**config.mk**
```make
export PLATFORM = sky130hd
export DESIGN_NAME = dma_hs_channel
export DESIGN_NICKNAME = d
export VERILOG_FILES = /design/src/rtl/dma_hs_pkg.sv /design/src/rtl/dma_hs_side.sv /design/src/rtl/dma_hs_pack.sv /design/src/rtl/dma_hs_channel.sv
export SDC_FILE = /design/constraint.sdc
export NUM_CORES = 1
export LEC_CHECK = 0
export BUFFER_PORTS_ARGS = -buffer_cell sky130_fd_sc_hd__buf_2
export CORE_MARGIN = 4
export CORE_UTILIZATION = 60
export CTS_CLUSTER_SIZE = 24
export DETAILED_ROUTE_END_ITERATION = 7
export PLACE_DENSITY = 0.8
export SYNTH_ARGS = -nofsm -noshare
export SYNTH_HDL_FRONTEND = slang
export SYNTH_HIERARCHICAL = 1
export SYNTH_SLANG_ARGS = --single-unit
```
**constraint.sdc**
```tcl
create_clock -name clk -period 11 [get_ports clk]
set_input_delay 0.55 -clock clk [delete_from_list [all_inputs] [get_ports clk]]
set_output_delay 0.55 -clock clk [all_outputs]
set_load 0.02 [all_outputs]
```
**src/rtl/dma_hs_pkg.sv**
```systemverilog
package dma_hs_pkg;

    typedef enum logic [1:0] {
        ST_IDLE,
        ST_RUN,
        ST_RD,
        ST_WR
    } eng_st_e;

    // control word, least significant member last
    typedef struct packed {
        logic       dst_sw;
        logic       src_sw;
        logic       dst_per;
        logic       src_per;
        logic [1:0] dst_mode;
        logic [1:0] src_mode;
        logic [1:0] dst_w;
        logic [1:0] src_w;
    } chan_ctrl_t;

    localparam logic [3:0] RA_GCFG  = 4'd0;
    localparam logic [3:0] RA_CHEN  = 4'd1;
    localparam logic [3:0] RA_SRC   = 4'd2;
    localparam logic [3:0] RA_DST   = 4'd3;
    localparam logic [3:0] RA_CTRL  = 4'd4;
    localparam logic [3:0] RA_BLK   = 4'd5;
    localparam logic [3:0] RA_SWREQ = 4'd6;
    localparam logic [3:0] RA_SWACK = 4'd7;
    localparam logic [3:0] RA_STAT  = 4'd8;
    localparam logic [3:0] RA_MASK  = 4'd9;

    function automatic logic [1:0] w_shift(input logic [1:0] w);
        return (w >= 2'd2) ? 2'd2 : w;
    endfunction

    function automatic logic [2:0] w_bytes(input logic [1:0] w);
        return 3'd1 << w_shift(w);
    endfunction

    function automatic logic [31:0] lane_mask(input logic [1:0] w);
        case (w_shift(w))
            2'd0:    return 32'h0000_00FF;
            2'd1:    return 32'h0000_FFFF;
            default: return 32'hFFFF_FFFF;
        endcase
    endfunction

endpackage

```
**src/rtl/dma_hs_side.sv**
```systemverilog
module dma_hs_side #(
    parameter int BURST  = 4,
    parameter int LEFT_W = 12
) (
    input  logic              clk,
    input  logic              rst_n,
    input  logic              start,
    input  logic              active,
    input  logic              periph,
    input  logic              sw_sel,
    input  logic [LEFT_W-1:0] left,
    input  logic              hw_single,
    input  logic              hw_burst,
    input  logic              sw_single,
    input  logic              sw_burst,
    input  logic              item_done,
    output logic              ok,
    output logic              hw_ack,
    output logic              sw_ack_set
);
    localparam int CW = $clog2(BURST + 1);

    typedef struct packed {
        logic [CW-1:0] credit;
        logic          ack;
    } side_t;

    side_t q, d;
    logic  want_single, want_burst;

    always_comb begin
        d           = q;
        d.ack       = 1'b0;
        want_single = sw_sel ? sw_single : hw_single;
        want_burst  = sw_sel ? sw_burst  : hw_burst;
        if (start) begin
            d.credit = '0;
        end else if (q.credit == '0) begin
            if (active && periph && left != '0) begin
                if (want_burst)
                    d.credit = (left >= LEFT_W'(BURST)) ? CW'(BURST) : CW'(left);
                else if (want_single)
                    d.credit = CW'(1);
            end
        end else if (item_done) begin
            d.credit = q.credit - CW'(1);
            if (q.credit == CW'(1))
                d.ack = 1'b1;
        end
    end

    always_ff @(posedge clk or negedge rst_n) begin
        if (!rst_n) q <= '0;
        else        q <= d;
    end

    assign ok         = !periph || (q.credit != '0);
    assign hw_ack     = q.ack && !sw_sel;
    assign sw_ack_set = q.ack && sw_sel;

    assert_credit_cap_R6: assert property (@(posedge clk) disable iff (!rst_n)
        q.credit <= CW'(BURST));
    assert_ack_follows_item_R6: assert property (@(posedge clk) disable iff (!rst_n)
        item_done && periph && q.credit == CW'(1) |=> q.ack);

endmodule

```
**src/rtl/dma_hs_pack.sv**
```systemverilog
module dma_hs_pack #(
    parameter int LANE_BYTES = 4
) (
    input  logic                                  clk,
    input  logic                                  rst_n,
    input  logic                                  clear,
    input  logic                                  push,
    input  logic [$clog2(LANE_BYTES+1)-1:0]       push_n,
    input  logic [8*LANE_BYTES-1:0]               push_data,
    input  logic                                  pop,
    input  logic [$clog2(LANE_BYTES+1)-1:0]       pop_n,
    output logic [$clog2(2*LANE_BYTES+1)-1:0]     fill,
    output logic [8*LANE_BYTES-1:0]               head
);
    localparam int BUF_BYTES = 2 * LANE_BYTES;
    localparam int FW        = $clog2(BUF_BYTES + 1);
    localparam int BW        = 8 * BUF_BYTES;

    typedef struct packed {
        logic [BW-1:0] data;
        logic [FW-1:0] cnt;
    } pack_t;

    pack_t q, d;

    always_comb begin
        d = q;
        if (clear) begin
            d.data = '0;
            d.cnt  = '0;
        end else if (push) begin
            d.data = q.data | (BW'(push_data) << {q.cnt, 3'b000});
            d.cnt  = q.cnt + FW'(push_n);
        end else if (pop) begin
            d.data = q.data >> {pop_n, 3'b000};
            d.cnt  = q.cnt - FW'(pop_n);
        end
    end

    always_ff @(posedge clk or negedge rst_n) begin
        if (!rst_n) q <= '0;
        else        q <= d;
    end

    assign fill = q.cnt;
    assign head = q.data[8*LANE_BYTES-1:0];

    assert_no_overflow_R3: assert property (@(posedge clk) disable iff (!rst_n)
        push && !clear |-> (int'(q.cnt) + int'(push_n)) <= BUF_BYTES);
    assert_no_underflow_R3: assert property (@(posedge clk) disable iff (!rst_n)
        pop && !clear |-> int'(q.cnt) >= int'(pop_n));

endmodule

```
**src/rtl/dma_hs_channel.sv**
```systemverilog
module dma_hs_channel
    import dma_hs_pkg::*;
#(
    parameter int ADDR_W    = 32,
    parameter int BLK_W     = 12,
    parameter int BURST_LEN = 4
) (
    input  logic              clk,
    input  logic              rst_n,
    input  logic              reg_wr,
    input  logic [3:0]        reg_addr,
    input  logic [31:0]       reg_wdata,
    output logic [31:0]       reg_rdata,
    output logic              mem_req,
    output logic              mem_we,
    output logic [1:0]        mem_size,
    output logic [ADDR_W-1:0] mem_addr,
    output logic [31:0]       mem_wdata,
    input  logic [31:0]       mem_rdata,
    input  logic              mem_ack,
    input  logic              src_req_single,
    input  logic              src_req_burst,
    output logic              src_ack,
    input  logic              dst_req_single,
    input  logic              dst_req_burst,
    output logic              dst_ack,
    output logic              irq
);
    localparam int LANE_BYTES = 4;
    localparam int DLEFT_W    = BLK_W + 2;
    localparam int FW         = $clog2(2 * LANE_BYTES + 1);
    localparam int NW         = $clog2(LANE_BYTES + 1);

    typedef struct packed {
        logic               gen;
        logic               chen;
        logic [ADDR_W-1:0]  src_cfg;
        logic [ADDR_W-1:0]  dst_cfg;
        chan_ctrl_t         ctrl;
        logic [BLK_W-1:0]   blk;
        logic [1:0]         swack;
        logic [1:0]         stat;
        logic [1:0]         mask;
        eng_st_e            st;
        logic [ADDR_W-1:0]  sa;
        logic [ADDR_W-1:0]  da;
        logic [BLK_W-1:0]   src_left;
        logic [DLEFT_W-1:0] dst_left;
    } chan_t;

    chan_t q, d;

    function automatic logic [ADDR_W-1:0] adv(input logic [ADDR_W-1:0] a,
                                              input logic [1:0] mode,
                                              input logic [1:0] w);
        logic [ADDR_W-1:0] s;
        s = ADDR_W'(w_bytes(w));
        case (mode)
            2'd0:    return a + s;
            2'd1:    return a - s;
            default: return a;
        endcase
    endfunction

    logic               start, active, src_done, dst_done;
    logic               can_rd, can_wr;
    logic [2:0]         sb, db;
    logic [FW-1:0]      fill;
    logic [31:0]        pk_head;
    logic [DLEFT_W-1:0] dst_items;
    logic               src_ok, dst_ok, src_sw_ack, dst_sw_ack;
    logic               swreq_wr;

    assign start     = reg_wr && reg_addr == RA_CHEN && reg_wdata[0] && !q.chen;
    assign active    = q.chen && q.gen;
    assign src_done  = (q.st == ST_RD) && mem_ack;
    assign dst_done  = (q.st == ST_WR) && mem_ack;
    assign sb        = w_bytes(q.ctrl.src_w);
    assign db        = w_bytes(q.ctrl.dst_w);
    assign swreq_wr  = reg_wr && reg_addr == RA_SWREQ;
    assign dst_items = ({2'b00, q.blk} << w_shift(q.ctrl.src_w)) >> w_shift(q.ctrl.dst_w);
    assign can_rd    = q.src_left != '0 && src_ok
                       && ((5'(fill) + 5'(sb)) <= 5'(2 * LANE_BYTES));
    assign can_wr    = q.dst_left != '0 && dst_ok && (fill >= FW'(db));

    dma_hs_side #(.BURST(BURST_LEN), .LEFT_W(BLK_W)) u_src_side (
        .clk        (clk),
        .rst_n      (rst_n),
        .start      (start),
        .active     (active),
        .periph     (q.ctrl.src_per),
        .sw_sel     (q.ctrl.src_sw),
        .left       (q.src_left),
        .hw_single  (src_req_single),
        .hw_burst   (src_req_burst),
        .sw_single  (swreq_wr && reg_wdata[0]),
        .sw_burst   (swreq_wr && reg_wdata[1]),
        .item_done  (src_done),
        .ok         (src_ok),
        .hw_ack     (src_ack),
        .sw_ack_set (src_sw_ack)
    );

    dma_hs_side #(.BURST(BURST_LEN), .LEFT_W(DLEFT_W)) u_dst_side (
        .clk        (clk),
        .rst_n      (rst_n),
        .start      (start),
        .active     (active),
        .periph     (q.ctrl.dst_per),
        .sw_sel     (q.ctrl.dst_sw),
        .left       (q.dst_left),
        .hw_single  (dst_req_single),
        .hw_burst   (dst_req_burst),
        .sw_single  (swreq_wr && reg_wdata[2]),
        .sw_burst   (swreq_wr && reg_wdata[3]),
        .item_done  (dst_done),
        .ok         (dst_ok),
        .hw_ack     (dst_ack),
        .sw_ack_set (dst_sw_ack)
    );

    dma_hs_pack #(.LANE_BYTES(LANE_BYTES)) u_pack (
        .clk       (clk),
        .rst_n     (rst_n),
        .clear     (start),
        .push      (src_done),
        .push_n    (NW'(sb)),
        .push_data (mem_rdata & lane_mask(q.ctrl.src_w)),
        .pop       (dst_done),
        .pop_n     (NW'(db)),
        .fill      (fill),
        .head      (pk_head)
    );

    always_comb begin
        d = q;
        if (reg_wr) begin
            case (reg_addr)
                RA_GCFG: d.gen = reg_wdata[0];
                RA_CHEN: if (start) begin
                    d.chen     = 1'b1;
                    d.st       = ST_RUN;
                    d.sa       = q.src_cfg;
                    d.da       = q.dst_cfg;
                    d.src_left = q.blk;
                    d.dst_left = dst_items;
                end
                RA_SRC:   if (!q.chen) d.src_cfg = reg_wdata[ADDR_W-1:0];
                RA_DST:   if (!q.chen) d.dst_cfg = reg_wdata[ADDR_W-1:0];
                RA_CTRL:  if (!q.chen) d.ctrl = chan_ctrl_t'(reg_wdata[11:0]);
                RA_BLK:   if (!q.chen) d.blk = reg_wdata[BLK_W-1:0];
                RA_SWACK: d.swack = q.swack & ~reg_wdata[1:0];
                RA_STAT:  d.stat  = q.stat & ~reg_wdata[1:0];
                RA_MASK:  d.mask  = reg_wdata[1:0];
                default:  ;
            endcase
        end
        case (q.st)
            ST_RUN: if (q.gen) begin
                if (can_wr)
                    d.st = ST_WR;
                else if (can_rd)
                    d.st = ST_RD;
                else if (q.src_left == '0 && q.dst_left == '0) begin
                    d.st   = ST_IDLE;
                    d.chen = 1'b0;
                    d.stat = 2'b11;
                end
            end
            ST_RD: if (mem_ack) begin
                d.st       = ST_RUN;
                d.sa       = adv(q.sa, q.ctrl.src_mode, q.ctrl.src_w);
                d.src_left = q.src_left - BLK_W'(1);
            end
            ST_WR: if (mem_ack) begin
                d.st       = ST_RUN;
                d.da       = adv(q.da, q.ctrl.dst_mode, q.ctrl.dst_w);
                d.dst_left = q.dst_left - DLEFT_W'(1);
            end
            default: ;
        endcase
        if (src_sw_ack) d.swack[0] = 1'b1;
        if (dst_sw_ack) d.swack[1] = 1'b1;
    end

    always_ff @(posedge clk or negedge rst_n) begin
        if (!rst_n) q <= '0;
        else        q <= d;
    end

    always_comb begin
        reg_rdata = '0;
        case (reg_addr)
            RA_GCFG:  reg_rdata[0]          = q.gen;
            RA_CHEN:  reg_rdata[0]          = q.chen;
            RA_SRC:   reg_rdata[ADDR_W-1:0] = q.src_cfg;
            RA_DST:   reg_rdata[ADDR_W-1:0] = q.dst_cfg;
            RA_CTRL:  reg_rdata[11:0]       = q.ctrl;
            RA_BLK:   reg_rdata[BLK_W-1:0]  = q.blk;
            RA_SWACK: reg_rdata[1:0]        = q.swack;
            RA_STAT:  reg_rdata[1:0]        = q.stat;
            RA_MASK:  reg_rdata[1:0]        = q.mask;
            default:  reg_rdata             = '0;
        endcase
    end

    assign mem_req   = (q.st == ST_RD) || (q.st == ST_WR);
    assign mem_we    = (q.st == ST_WR);
    assign mem_addr  = mem_we ? q.da : q.sa;
    assign mem_size  = w_shift(mem_we ? q.ctrl.dst_w : q.ctrl.src_w);
    assign mem_wdata = pk_head & lane_mask(q.ctrl.dst_w);
    assign irq       = |(q.stat & q.mask);

    assert_hold_request_R11: assert property (@(posedge clk) disable iff (!rst_n)
        mem_req && !mem_ack |=> mem_req && $stable(mem_addr) && $stable(mem_we) && $stable(mem_size));
    assert_gate_global_R2: assert property (@(posedge clk) disable iff (!rst_n)
        $rose(mem_req) |-> $past(q.gen) && $past(q.chen));
    assert_done_flags_R8: assert property (@(posedge clk) disable iff (!rst_n)
        $fell(q.chen) |-> q.stat == 2'b11);
    assert_cfg_locked_R10: assert property (@(posedge clk) disable iff (!rst_n)
        reg_wr && reg_addr == RA_SRC && q.chen |=> $stable(q.src_cfg));
    assert_no_bus_when_idle_R12: assert property (@(posedge clk) disable iff (!rst_n)
        !q.chen |-> !mem_req);

endmodule

```
==> qor.yml <==
status:
  status: "finished clean"
cts:
  numCtsBuffers: 29
  clk_pin_slew_ns: 0.06
  cts_tree: "done"
  clk_latency_ns: 0.56
  hold_buffers: 0
  clk_path_buf_depth: 3
  cts.htree.levels: 1
  ctsRootBufferMaster: "clkbuf_16"
  cts_resized: 0
  clock-sinks: 264
  postCtsSetupBuffers: 0
power_and_ir_drop:
  peakVddDrop_v: 0.0001834
  p_leak_uw: 0.009484
  power_density_nw_per_um2: 281.3
worst_setup_path:
  cp.required_ns: 11.43
  critical_path_arrival_ns: 4.93
  critPathLaunchType: "register"
  cp_max_fo: 37
  critPathCaptureType: "register"
  critPathKind: "register to register"
floorplanning:
  die_area_um2: 36080
  core_um2: 32620
  std_cell_rows: 66
  boundaryPins: 179
  start_util: 0.6089
  dieHeight_um: 189.9
  die_x_um: 189.9
global_routing:
  grt_first_pass_wirelength_mm: 101.8
  antenna_found_initial: 1
  grt_usage: 0.3475
  grt.overflow.total: 0
  grt_start_max_net_pins: 156
  first_global_vias: 18540
finish:
  antenna_cells: 0
  finalCoreUtilization: 0.6616
  final_nets: 2414
  layout-drive-gt1-share: 0.2049
  layout_commonest_cell: "dfrtp_1"
  synthToLayoutAreaGrowth_pct: 8.642
  final_cell_mix: "dfrtp_1 (262), a21oi_1 (179), buf_2 (177)"
  fill_cells: 2675
synthesis:
  synth_top_area_frac: 0.3326
  netlist_area_um2: 19860
  synthArstFlopShare: 1.000
  syn_inst: 2195
  syn_area_per_cell_um2: 9.049
  syn-num-nets: 2355
  ys_seq_area_frac: 0.3326
  synth_top_area_cell: "dfrtp_1"
  synth.distinct_cells: 95
  ys.flop_type: "dfrtp_1"
  yosysWarnings: 6
  synth_edf_count: 0
  ys_top_cells_by_area: "dfrtp_1 (33%), mux2_2 (9.7%), ha_1 (5.1%)"
  ys_ff_latch: 264
sta:
  setup_violations: 0
  clock-skew-final_ns: 0.008990
  maxSlewHeadroom: 0.1955
  max_slew.worst_pin.slew_ns: 1.204
  setup_tns_ns: 0
  drv_slew: 0
  period_share: 0.4091
  final-hold-violation-count: 0
  fin_crit_ns: 4.500
  maxClockFrequency_ghz: 0.2222
  rsz0062_at_grt: "no"
placement:
  place.detailed.hpwl_mm: 43.70
  io_buffers: 178
  place.gp.congestion: 0.9577
worst_hold_path:
  hold_class: "primary input to async pin"
route:
  vias_per_cell: 6.877
  totalWireLength_mm: 64.45
  drc: 0
  first_pass_iters: 6
  dr_total_vias: 18680
  drt-initial-drc-count: 2066
  ant_nets: 0
  wl_per_cell_um: 23.73
run:
  maxCapViolations: 0
==> final cells by class <==
cell class / instances / area [um2] / share of cell area
multi-input combinational: 1689 / 12150 / 0.5631
sequential: 264 / 6611 / 0.3064
timing repair buffer: 205 / 1116 / 0.05172
clock buffer: 46 / 849.6 / 0.03937
tap: 442 / 553.0 / 0.02563
inverter: 65 / 244.0 / 0.01131
clock inverter: 5 / 53.80 / 0.002493
==> flip-flops by register name, indices dropped and copies added (netlist names) <==
register / count
u_src_side/q: 4
u_dst_side/q: 4
u_pack/q: 32
u_pack/fill: 4
q: 188
u_pack/head: 32
==> final timing paths <==
| check | depth (start not counted) | start | to | slack [ns] |
|---|---|---|---|---|
| min | 1 | rst_n | u_src_side/q[3] | 0.05 |
| max | 7 | q[90] | q[57] | 6.50 |
| max in group asynchronous | 2 | rst_n | q[113] | 9.52 |
| min reg2reg | 2 | q[24] | q[24] | 0.52 |
| min in group clk | 2 | reg_wdata[20] | q[142] | 0.23 |
| max reg2reg | 7 | q[90] | q[57] | 6.50 |
==> synth_stat cells, types with 6 or more instances <==
master and n:
a211oi_1 48, a21o_1 26, a21oi_1 179, a221o_1 9, a221oi_1 42, a22o_1 43
a22oi_1 48, a311oi_1 12, a31oi_1 20, and2_1 45, and3_1 11, buf_1 8
buf_2 28, buf_4 42, clkbuf_1 96, dfrtp_1 264, ha_1 81, inv_1 61
mux2_1 6, mux2_2 171, mux2i_1 74, nand2_1 151, nand2b_1 33, nand3_1 27
nand3b_1 21, nand4_1 7, nor2_1 131, nor2b_1 49, nor3_1 50, o21a_1 9
o21ai_0 117, o21ai_1 12, o21bai_1 15, o22ai_1 67, o31ai_1 13, or3_1 12
or4_1 7, xnor2_1 31, xor2_1 24
==> logic make-up (layout without fill, tap and decap cells) <==
group | count (synthesis) | in the layout | synth area share
adder cells (fa/ha/maj) | 85 | 85 | 0.05455
AND/OR/NAND/NOR | 581 | 581 | 0.1521
XOR/XNOR | 55 | 55 | 0.02425
buffers and inverters | 242 | 321 | 0.05657
flip-flops | 264 | 264 | 0.3326
multiplexers | 253 | 253 | 0.1399
AO/OA/AOI/OAI | 715 | 715 | 0.2400
==> report_power, final <==
| group | internal, uW | switching (uW) | leakage (uW) | total [uW] |
|---|---|---|---|---|
| Sequential | 1320 | 496 | 0.00317 | 1810 |
| Combinational | 1360 | 1930 | 0.00587 | 3300 |
| Clock | 548 | 409 | 0.000444 | 957 |
| Total | 3230 | 2840 | 0.00948 | 6070 |
==> through the flow <==
stage	instances	total power, uW	area [um2]	hold slack, ns	setup WS, ns
6_report	2716	6070	21580	0.05204	6.500
5_1_grt	2716	6443	21580	0.1352	6.174
4_1_cts	2716	5992	21580	0.1110	6.576
3_5_place_dp	2665	5008	20680	0.4979	6.560
3_3_place_gp	2665	4899	20680	0.4860	6.697
2_1_floorplan	2195	4180	19860	0.2544	7.280
==> metal layers <==
| layer | vias to the layer above | GRT usage | part of all wire |
|---|---|---|---|
| met4 | 2 | 0.1706 | 0.054 |
| met2 | 1126 | 0.5459 | 0.45 |
| li1 | 8292 | - | - |
| met5 | - | 0 | 0.00022 |
| met3 | 250 | 0.06569 | 0.097 |
| met1 | 9007 | 0.4644 | 0.40 |
==> critical path: stages, from the launching register on <==
cell and delay (ns):
dfrtp_1 0.41, and2_2 0.55, nand2_1 0.60, clkinv_1 0.86, nand2b_1 0.72, nand2_1 0.73, o221ai_1 0.42, a211oi_1 0.07
Note: power is estimated with default switching activity, not from simulation.
